## src/rtl/i2c_reg_master.sv

```systemverilog
module i2c_reg_master #(
  parameter int DIV_MULT = 8,
  parameter int HOLD     = 5
)(
  input  logic       clk,
  input  logic       rst_n,
  input  logic       wr_en,
  input  logic       rd_en,
  input  logic [2:0] addr,
  input  logic [7:0] wdata,
  output logic [7:0] rdata,
  output logic       irq,
  output logic       scl_oe,
  input  logic       scl_i,
  output logic       sda_oe,
  input  logic       sda_i
);
  localparam int CW = $clog2(64 * DIV_MULT) + 1;
  localparam logic [2:0] S_IDLE = 3'd0, S_START = 3'd1, S_WAIT = 3'd2,
                         S_XFER = 3'd3, S_RSTRT = 3'd4, S_STOP = 3'd5;
  localparam logic [2:0] A_OWN = 3'd0, A_DIV = 3'd1, A_CTL = 3'd2,
                         A_STS = 3'd3, A_DAT = 3'd4;

  logic [6:0]    own;
  logic [5:0]    div;
  logic          ien, iien, msta, mtx, txak, rsta_req;
  logic          iif, icf, rxak, dir_tx;
  logic [7:0]    shreg, rx_data;
  logic [2:0]    st;
  logic [1:0]    ph;
  logic [3:0]    bitn;
  logic [CW-1:0] cnt, half, lim;
  logic          ibb, counting, hold_ph, go, done, dat_wr, dat_rd;

  assign ibb      = st != S_IDLE;
  assign half     = CW'((div + 7'd1) * DIV_MULT);
  assign hold_ph  = st == S_START || (st == S_RSTRT && ph == 2'd2) || (st == S_STOP && ph == 2'd1);
  assign lim      = hold_ph ? CW'(HOLD) : half;
  assign counting = st inside {S_START, S_XFER, S_RSTRT, S_STOP};
  assign scl_oe   = st == S_WAIT || (ph == 2'd0 && st inside {S_XFER, S_RSTRT, S_STOP});
  assign go       = scl_oe | scl_i;
  assign done     = counting && go && cnt == lim - 1'b1;
  assign irq      = iif & iien;
  assign dat_wr   = wr_en && addr == A_DAT;
  assign dat_rd   = rd_en && addr == A_DAT;

  always_comb
    case (st)
      S_START, S_WAIT, S_STOP: sda_oe = 1'b1;
      S_XFER:  sda_oe = bitn[3] ? (!dir_tx && !txak) : (dir_tx && !shreg[7]);
      S_RSTRT: sda_oe = ph == 2'd2;
      default: sda_oe = 1'b0;
    endcase

  always_comb
    case (addr)
      A_OWN:   rdata = {own, 1'b0};
      A_DIV:   rdata = {2'b00, div};
      A_CTL:   rdata = {ien, iien, msta, mtx, txak, 3'b000};
      A_STS:   rdata = {icf, 1'b0, ibb, 3'b000, iif, rxak};
      A_DAT:   rdata = rx_data;
      default: rdata = 8'h00;
    endcase

  always_ff @(posedge clk or negedge rst_n)
    if (!rst_n) begin
      own <= '0; div <= '0;
      {ien, iien, msta, mtx, txak, rsta_req} <= '0;
      {iif, icf, rxak, dir_tx} <= '0;
      shreg <= '0; rx_data <= '0;
      st <= S_IDLE; ph <= '0; bitn <= '0; cnt <= '0;
    end else begin
      if (wr_en && addr == A_STS && !wdata[1]) iif <= 1'b0;
      if (counting && go) cnt <= done ? '0 : cnt + 1'b1;
      if (!ien) begin
        st <= S_IDLE; ph <= '0; cnt <= '0;
        iif <= 1'b0; icf <= 1'b0; rxak <= 1'b0; msta <= 1'b0; rsta_req <= 1'b0;
      end else
        case (st)
          S_IDLE:  if (msta) st <= S_START;
          S_START: if (done) st <= S_WAIT;
          S_WAIT:
            if (!msta) begin
              st <= S_STOP; ph <= '0;
            end else if (rsta_req) begin
              st <= S_RSTRT; ph <= '0; rsta_req <= 1'b0;
            end else if (dat_wr && mtx) begin
              shreg <= wdata; dir_tx <= 1'b1; bitn <= '0; ph <= '0; icf <= 1'b0; st <= S_XFER;
            end else if (dat_rd && !mtx) begin
              dir_tx <= 1'b0; bitn <= '0; ph <= '0; icf <= 1'b0; st <= S_XFER;
            end
          S_XFER:
            if (done) begin
              if (ph == 2'd0) ph <= 2'd1;
              else begin
                ph <= 2'd0;
                if (!bitn[3]) begin
                  shreg <= {shreg[6:0], sda_i};
                  bitn  <= bitn + 1'b1;
                end else begin
                  st <= S_WAIT; iif <= 1'b1; icf <= 1'b1;
                  if (dir_tx) rxak <= sda_i;
                  else rx_data <= shreg;
                end
              end
            end
          S_RSTRT:
            if (done) begin
              if (ph == 2'd2) begin st <= S_WAIT; ph <= '0; end
              else ph <= ph + 1'b1;
            end
          S_STOP:
            if (done) begin
              if (ph == 2'd1) begin st <= S_IDLE; ph <= '0; end
              else ph <= 2'd1;
            end
          default: st <= S_IDLE;
        endcase
      if (wr_en)
        case (addr)
          A_OWN: own <= wdata[7:1];
          A_DIV: div <= wdata[5:0];
          A_CTL: begin
            {ien, iien, msta, mtx, txak} <= wdata[7:3];
            rsta_req <= wdata[2] & wdata[5] & msta;
          end
          default: ;
        endcase
    end
endmodule

```

## config.mk

```make
export PLATFORM = sky130hd
export DESIGN_NAME = i2c_reg_master
export DESIGN_NICKNAME = d
export VERILOG_FILES = /design/src/rtl/i2c_reg_master.sv
export SDC_FILE = /design/constraint.sdc
export NUM_CORES = 1
export LEC_CHECK = 0
export CAP_MARGIN = 25
export CORE_ASPECT_RATIO = 1.5
export CORE_MARGIN = 2
export CORE_UTILIZATION = 59
export DETAILED_ROUTE_END_ITERATION = 16
export HOLD_SLACK_MARGIN = 0.08
export MAX_ROUTING_LAYER = met4
export PLACE_DENSITY_LB_ADDON = 0.12
export SLEW_MARGIN = 20
export SYNTH_ARGS = -nofsm -noshare
export SYNTH_HDL_FRONTEND = slang
export SYNTH_SLANG_ARGS = --single-unit
```

## constraint.sdc

```tcl
create_clock -name clk -period 3.6 [get_ports clk]
set_input_delay 1.08 -clock clk [delete_from_list [all_inputs] [get_ports clk]]
set_output_delay 1.08 -clock clk [all_outputs]
set_load 0.01 [all_outputs]
```

# == After elaboration in Yosys (flattened, before gate mapping) ==
# Index checks and enable logic that the tools add are counted.
# Widths: inputs -> output; s select.
# op_classes
addsub,5
n_eq_ne,40
muxes,79
bitwise_logic,7
reduce_logical,42
# ops
operator,count
$mux 8,6
$mux 3,14
$mux 10,4
$pmux 8 s5,1
$mux 1,32
$mux 4,7
$ne 3x3->1 const B,9
$mux 2,9
$pmux 3 s6,1
$pmux 8 s2,1
$reduce_and 8->1,2
$reduce_and 5->1,3
$reduce_and 7->1,2
$logic_and 1x1->1,13
$eq 3x2->1 const B,4
$ne 2x1->1 const B,6
$ne 2x2->1 const B,6
$add 10x1->10 const B,1
$eq 10x10->1,1
$reduce_and 10->1,1
$sub 10x1->10 const B,1
$eq 3x3->1 const B,3
$pmux 2 s4,1
$pmux 4 s2,1
other kinds (26),44
# totals
register_bits,58
in_bits,17
out_inout_bits,11
wordCells,192

# == Longest topological paths before layout ==
# Gate-level depths: netlist of run 1.
# logic_depth
ltp_word,11
mapped_depth,11
ltp_nobuf,9

# == Least setup slack after synthesis of run 1 ==
# OpenSTA, ideal clock, no wires.
# synth_timing
path_kind,input to output
start,in addr[1]
end,out rdata[7]
arrival_ns,2.169
required_ns,2.520
path_slack_ns,0.351
path_stages,6
n_path_buf,2
cell_sequence,clkbuf_1 > buf_1 > mux2i_1 > nor2_1 > a21oi_1 > o21ai_0
# synth_between
elab_chain_len,2
word_cells_on_any_way,6
classes_between,eq/ne: 4; mux: 1; reduce/logical: 1
# synth_lines
item,line,rtl
start: declaration,9,"input logic [2:0] addr,"
"$eq 3x3->1, or another cell as far along",56,case (addr)
$pmux 8 s5 (*),56,
end: declaration,11,"output logic [7:0] rdata,"
# Mark *: on every way between the ends. The rest lies on a longest branch, timed or not.

# == Final worst setup path of run 1 ==
# layout_timing
start,in addr[0]
end,out rdata[5]
# The elaborated chain is that of the path after synthesis.

==> impl_metrics.py, run 1 <==
metrics = {
    "die": {
        "initial_utilization_pct": 61.3,
        "row_count": 35,
        "coreArea_um2": 6170,
        "ios": 28,
        "fp.dieW_um": 69.4,
        "dieArea_um2": 7090,
        "die_h_um": 102,
    },
    "final_layout": {
        "layout_commonest_cell": "nand2_1",
        "nets": 499,
        "multiInputGateArea_um2": 2240,
        "mostFrequentLayoutCells": "nand2_1 (68), dfrtp_1 (58), nor2_1 (40), mux2_2 (34), buf_4 (33)",
        "fillerInstances": 469,
        "regArea_um2": 1450,
        "antenna-diode-count": 0,
        "area_growth_pct": 21.9,
        "drive_gt1_share_pct": 22.1,
        "postLayoutCellArea_um2": 4620,
    },
    "outcome": {
        "status": "completed",
    },
    "timing": {
        "fin_skew_ns": 0.00925,
        "worst_slack_ns": 0.0483,
        "fmax_ghz": 0.282,
        "period_share_pct": 98.7,
        "finalSetupTns_ns": 0,
        "period_needed_ns": 3.55,
        "setup_viol": 0,
        "grt_setup_unrepaired": "no",
        "drv_slew": 0,
        "hold_viol_final": 0,
        "slew-limit-headroom_pct": 35.4,
        "tightest_slew_ns": 0.965,
    },
    "routing": {
        "post_drt_wl_per_cell_um": 18.2,
        "drt_iter0_drc": 372,
        "viasPerCell": 6.28,
        "antenna_left": 0,
        "wl_um": 10200,
        "vias": 3505,
        "drc": 0,
        "first_pass_iters": 5,
    },
    "worst_setup_path": {
        "worstPathRequired_ns": 2.52,
        "worstSetupStartpointType": "input port",
        "end_kind": "output pin",
        "cp.arrival_ns": 2.47,
        "path_max_fanout": 7,
        "crit_type": "input port to output pin",
    },
    "cts": {
        "clk_pin_slew_worst_paths_ns": 0.07,
        "cts_made_buffers": 9,
        "clk_latency_ns": 0.34,
        "cts.sinks": 58,
        "cts_hold_buf": 0,
        "cts_root_buf": "clkbuf_8",
        "cts.path.max_buffers": 2,
        "htree_levels": 3,
        "cts_tree": "built",
    },
    "yosys": {
        "synth_seq_cells": 58,
        "ys_async_sr_fraction_pct": 100,
        "synth_ff_type": "dfrtp_1",
        "yosysSeqAreaShare_pct": 38.3,
        "ys_types": 63,
        "syn_nets": 444,
        "synth-edff-count": 0,
        "syn_inst": 424,
        "syn_avg_cell_area_um2": 8.93,
        "synth.cell_area_um2": 3790,
        "yosys_warnings": 0,
    },
    "global_route": {
        "grt_antenna_before_repair": 0,
        "grt_pass1_wl_um": 16500,
        "grt_max_degree": 27,
        "grt_pass1_vias": 3402,
        "grt_use_total_pct": 30.8,
        "grt-ovfl-total": 0,
    },
    "flow_run": {
        "maxCapViolCount": 0,
    },
    "power": {
        "ir_drop_uv": 299,
        "cellLeakagePower_nw": 2.02,
        "powerDensity_nw_per_um2": 452,
    },
    "placement": {
        "dp_slack_ns": -0.351,
        "hpwl_um": 7430,
        "gp_congestion": 0.919,
        "port_buffers": 27,
        "place_area_um2": 4370,
    },
    "hold_path": {
        "min_path_type": "flop to flop",
    },
}
-- sequential cells by signal, summed over array words and instances (netlist names) --
| register | cells |
|---|---|
| ien | 1 |
| rxak | 1 |
| rsta_req | 1 |
| ph | 2 |
| txak | 1 |
| iif | 1 |
| bitn | 4 |
| icf | 1 |
| own | 7 |
| mtx | 1 |
| div | 6 |
| cnt | 10 |
| st | 3 |
| dir_tx | 1 |
| shreg | 8 |
| iien | 1 |
| rx_data | 8 |
| msta | 1 |
-- worst paths after layout --
kind / start / to / slack (ns) / depth (start not counted)
worst max-delay path: addr[0] / rdata[5] / 0.05 / 6
worst min-delay path: own[0] / own[0] / 0.51 / 1
worst max register to register: div[1] / shreg[6] / 0.25 / 10
worst min register to register: own[0] / own[0] / 0.51 / 1
max in group asynchronous: rst_n / shreg[7] / 2.14 / 3
min in group asynchronous: rst_n / cnt[5] / 0.74 / 1
-- what timing repair did --
item / CTS / global route
pin swaps: 0 / 1
resized for setup: 14 / 4
setup buffers: 0 / 1
setup endpoints to repair: 8 / 24
-- through the flow --
step	std cells	power, W	util, %	hold slack (ns)
floorplan	424	0.00119	-	0.458
global placement	540	0.00138	70.3	0.489
detailed placement	541	0.00140	70.8	0.495
CTS	557	0.00207	74.4	0.512
global route	558	0.00220	74.8	0.529
finish	558	0.00209	74.8	0.510
-- final cells by class --
class,count,share of cell area (%)
multi-input combinational,338,48.5
sequential,58,31.4
timing repair buffer,65,12.8
clock buffer,9,2.68
clock inverter,7,2.03
tap,74,2.01
inverter,7,0.569
-- where the power goes --
group / internal [W] / leakage, nW / switching [W]
Clock: 0.000388 / 0.105 / 0.000291
Sequential: 0.000701 / 0.776 / 0.0000699
Combinational: 0.000270 / 1.14 / 0.000369
-- critical path, cell delays in order --
cell             delay (ns)
clkdlybuf4s50_1        0.47
buf_6                  0.17
buf_4                  0.15
a311oi_1               0.22
a21oi_1                0.08
dlygate4sd2_1          0.30
-- cells by family (layout without fill, tap and decap cells) --
group	Yosys count	in the layout	synth area share [%]
mux	47	47	13.6
compound gates	84	84	15.2
buf+inv	28	88	3.30
flops	58	58	38.3
simple gates	191	191	25.2
xor+xnor	13	13	3.40
fa+ha+maj	3	3	0.991
-- Yosys cell counts, drive strengths merged (3+ instances only) --
cell type,number,area [um^2]
dfrtp,58,1450
nor2,42,160
o31ai,3,22.5
and3,4,25.0
nand2b,10,62.6
clkbuf,11,41.3
or4,4,30.0
nand3,18,100
a41o,3,31.3
buf,10,57.6
inv,6,22.5
mux2,35,394
a31oi,9,56.3
nor3,11,55.1
xor2,6,60.1
nand4,6,37.5
o21ai,21,105
o211ai,3,22.5
nor4,11,111
xnor2,7,68.8
and2,3,18.8
a21oi,17,88.8
ha,3,37.5
nand2,68,255
nor2b,3,18.8
mux2i,12,120
or3,5,31.3
-- metal layers --
metal  wire, um  up-vias  track usage, %
met3        487       34            5.72
met1       4030     1679            34.1
met4        376        0            17.6
met5          0        -               -
met2       5280      131            52.4
li1           -     1661               -
Power figures use the tool's default switching activity.
==> inputs of run 2 (changes only) <==
--- a/config.mk
+++ b/config.mk
@@ -13,7 +13,6 @@
 export HOLD_SLACK_MARGIN = 0.08
 export MAX_ROUTING_LAYER = met4
 export PLACE_DENSITY_LB_ADDON = 0.12
-export SLEW_MARGIN = 20
 export SYNTH_ARGS = -nofsm -noshare
 export SYNTH_HDL_FRONTEND = slang
 export SYNTH_SLANG_ARGS = --single-unit
==> constraint.sdc (replaced) <==
create_clock -name clk -period 3.5 [get_ports clk]
set_input_delay 1.05 -clock clk [delete_from_list [all_inputs] [get_ports clk]]
set_output_delay 1.05 -clock clk [all_outputs]
set_load 0.01 [all_outputs]
==> run 2 against run 1 <==
  * Die area did not move
  * Hold slack gained 0.0027 ns
  * Cell count stayed put
  * Total power up 4.3%
  * Routed wire length is 1.2% higher
  * Register-to-register slack lost 0.06 ns
  * First-iteration DRC count shrank 16%
  * Clock skew about the same
  * Sequential share of layout area is 0.076 points lower
  * Largest cell class unchanged
  * Highest routed layer unchanged
==> impl_metrics.py, run 2 (synthesis results as in run 1) <==
metrics = {
    "die": {
        "ios": 28,
        "fp.dieW_um": 69.4,
        "coreArea_um2": 6170,
        "die_h_um": 102,
        "dieArea_um2": 7090,
        "initial_utilization_pct": 61.3,
        "row_count": 35,
    },
    "timing": {
        "fmax_ghz": 0.295,
        "slew-limit-headroom_pct": 34.3,
        "tightest_slew_ns": 0.982,
        "hold_viol_final": 0,
        "setup_viol": 0,
        "fin_skew_ns": 0.00906,
        "finalSetupTns_ns": 0,
        "drv_slew": 0,
        "period_share_pct": 96.8,
        "period_needed_ns": 3.39,
    },
    "cts": {
        "cts_tree": "built",
        "cts.sinks": 58,
        "clk_latency_ns": 0.35,
        "clk_pin_slew_worst_paths_ns": 0.06,
        "postCtsSetupBuffers": 0,
        "cts.path.max_buffers": 2,
        "cts_hold_buf": 0,
        "cts.repair.resized": 12,
        "cts_root_buf": "clkbuf_8",
        "htree_levels": 3,
        "cts_made_buffers": 9,
    },
    "power": {
        "ir_drop_uv": 381,
        "cellLeakagePower_nw": 2.02,
        "power_w": 0.00218,
        "powerDensity_nw_per_um2": 471,
    },
    "routing": {
        "post_drt_wl_per_cell_um": 18.5,
        "wl_um": 10300,
        "drt_iter0_drc": 311,
        "antenna_left": 0,
        "drc": 0,
        "first_pass_iters": 6,
        "vias": 3548,
        "viasPerCell": 6.36,
    },
    "placement": {
        "port_buffers": 27,
        "place_area_um2": 4360,
        "gp_congestion": 0.936,
        "hpwl_um": 7440,
    },
    "worst_setup_path": {
        "path_max_fanout": 7,
        "crit_type": "input port to output pin",
        "worstSetupStartpointType": "input port",
        "end_kind": "output pin",
        "rrSetupSlack_ns": 0.19,
        "cp.arrival_ns": 2.34,
        "rr_startpoint": "div[0]",
        "reg2reg_to": "rx_data[3]",
        "rr_worst_depth": 10,
        "worstPathRequired_ns": 2.45,
    },
    "final_layout": {
        "area_growth_pct": 22.2,
        "reg.largest.list": "cnt (10), rx_data (8), shreg (8)",
        "nets": 499,
        "layout_commonest_cell": "nand2_1",
        "mostFrequentLayoutCells": "nand2_1 (68), dfrtp_1 (58), nor2_1 (41), buf_4 (35), mux2_2 (34)",
        "antenna-diode-count": 0,
        "regMostFlops": "cnt",
        "drive_gt1_share_pct": 22.7,
        "largest_reg_flops": 10,
        "postLayoutCellArea_um2": 4630,
    },
    "hold_path": {
        "hold_depth": 1,
        "hold_path_end": "own[0]",
        "hp-start": "own[0]",
        "min_path_type": "flop to flop",
    },
    "global_route": {
        "grt_max_degree": 36,
        "grt_pass1_vias": 3518,
        "grt_pass1_wl_um": 16900,
        "grt-ovfl-total": 0,
        "grt_use_total_pct": 31.6,
        "grt_antenna_before_repair": 0,
    },
    "flow_run": {
        "maxCapViolCount": 0,
    },
    "outcome": {
        "status": "completed",
    },
}
-- run 2: changes by cell type in the layout (fill, tap and decap cells not counted), sizes merged --
cell           delta
clkbuf            +4
dlygate4sd2       -4
clkdlybuf4s15     +2
clkdlybuf4s50     -1
clkinv            -1
clkinvlp          -1
dlymetal6s2s      +1
-- run 2: critical path, cell delays in order --
cell	delay [ns]
dlygate4sd2_1	0.35
buf_4	0.19
mux2i_1	0.21
nor2_1	0.06
a31oi_1	0.14
nor2_1	0.06
dlygate4sd2_1	0.28
-- run 2: stage by stage --
step,cells,util (%),setup slack (ns),hold slack [ns]
after floorplan,424,-,0.292,0.458
after global placement,542,70.6,-0.303,0.490
after detailed placement,542,70.6,-0.345,0.494
after CTS,558,74.1,0.0175,0.509
after global routing,558,75.0,-0.0172,0.530
final,558,75.0,0.111,0.513
-- run 2: layout make-up --
cell class	count	area, um^2
multi-input combinational	338	2270
fill	435	1550
sequential	58	1450
timing repair buffer	65	564
clock buffer	11	141
tap	74	92.6
clock inverter	5	77.6
inverter	7	26.3
-- run 2: power by group --
| part | internal [W] | leakage [nW] | switching [W] |
|---|---|---|---|
| clock | 0.000418 | 0.109 | 0.000293 |
| sequential | 0.000722 | 0.776 | 0.0000712 |
| combinational | 0.000279 | 1.14 | 0.000396 |
-- run 2: metal layers --
| layer | vias to the layer above | global-route usage (%) | routed length, um |
|---|---|---|---|
| met5 | - | - | 0 |
| met4 | 0 | 21.4 | 573 |
| met3 | 50 | 5.03 | 512 |
| met2 | 145 | 53.3 | 5250 |
| met1 | 1692 | 34.4 | 3960 |
| li1 | 1661 | - | - |
-- run 2: worst max-delay path by stage --
stage,from,slack (ns),endpoint
after CTS,addr[0],0.02,rdata[7]
after floorplan,scl_i,0.29,shreg[0]
after detailed placement,addr[2],-0.35,rdata[7]
final,addr[2],0.11,rdata[2]
after global placement,addr[2],-0.30,rdata[1]
after global routing,div[2],-0.02,shreg[4]
==> inputs of run 3 (changes only) <==
--- a/config.mk
+++ b/config.mk
@@ -13,6 +13,7 @@
 export HOLD_SLACK_MARGIN = 0.08
 export MAX_ROUTING_LAYER = met4
 export PLACE_DENSITY_LB_ADDON = 0.12
+export SLEW_MARGIN = 20
 export SYNTH_ARGS = -nofsm -noshare
 export SYNTH_HDL_FRONTEND = slang
 export SYNTH_SLANG_ARGS = --single-unit
==> results of run 3 <==
The final DEF is identical to that of run 2; final timing and power are the same.
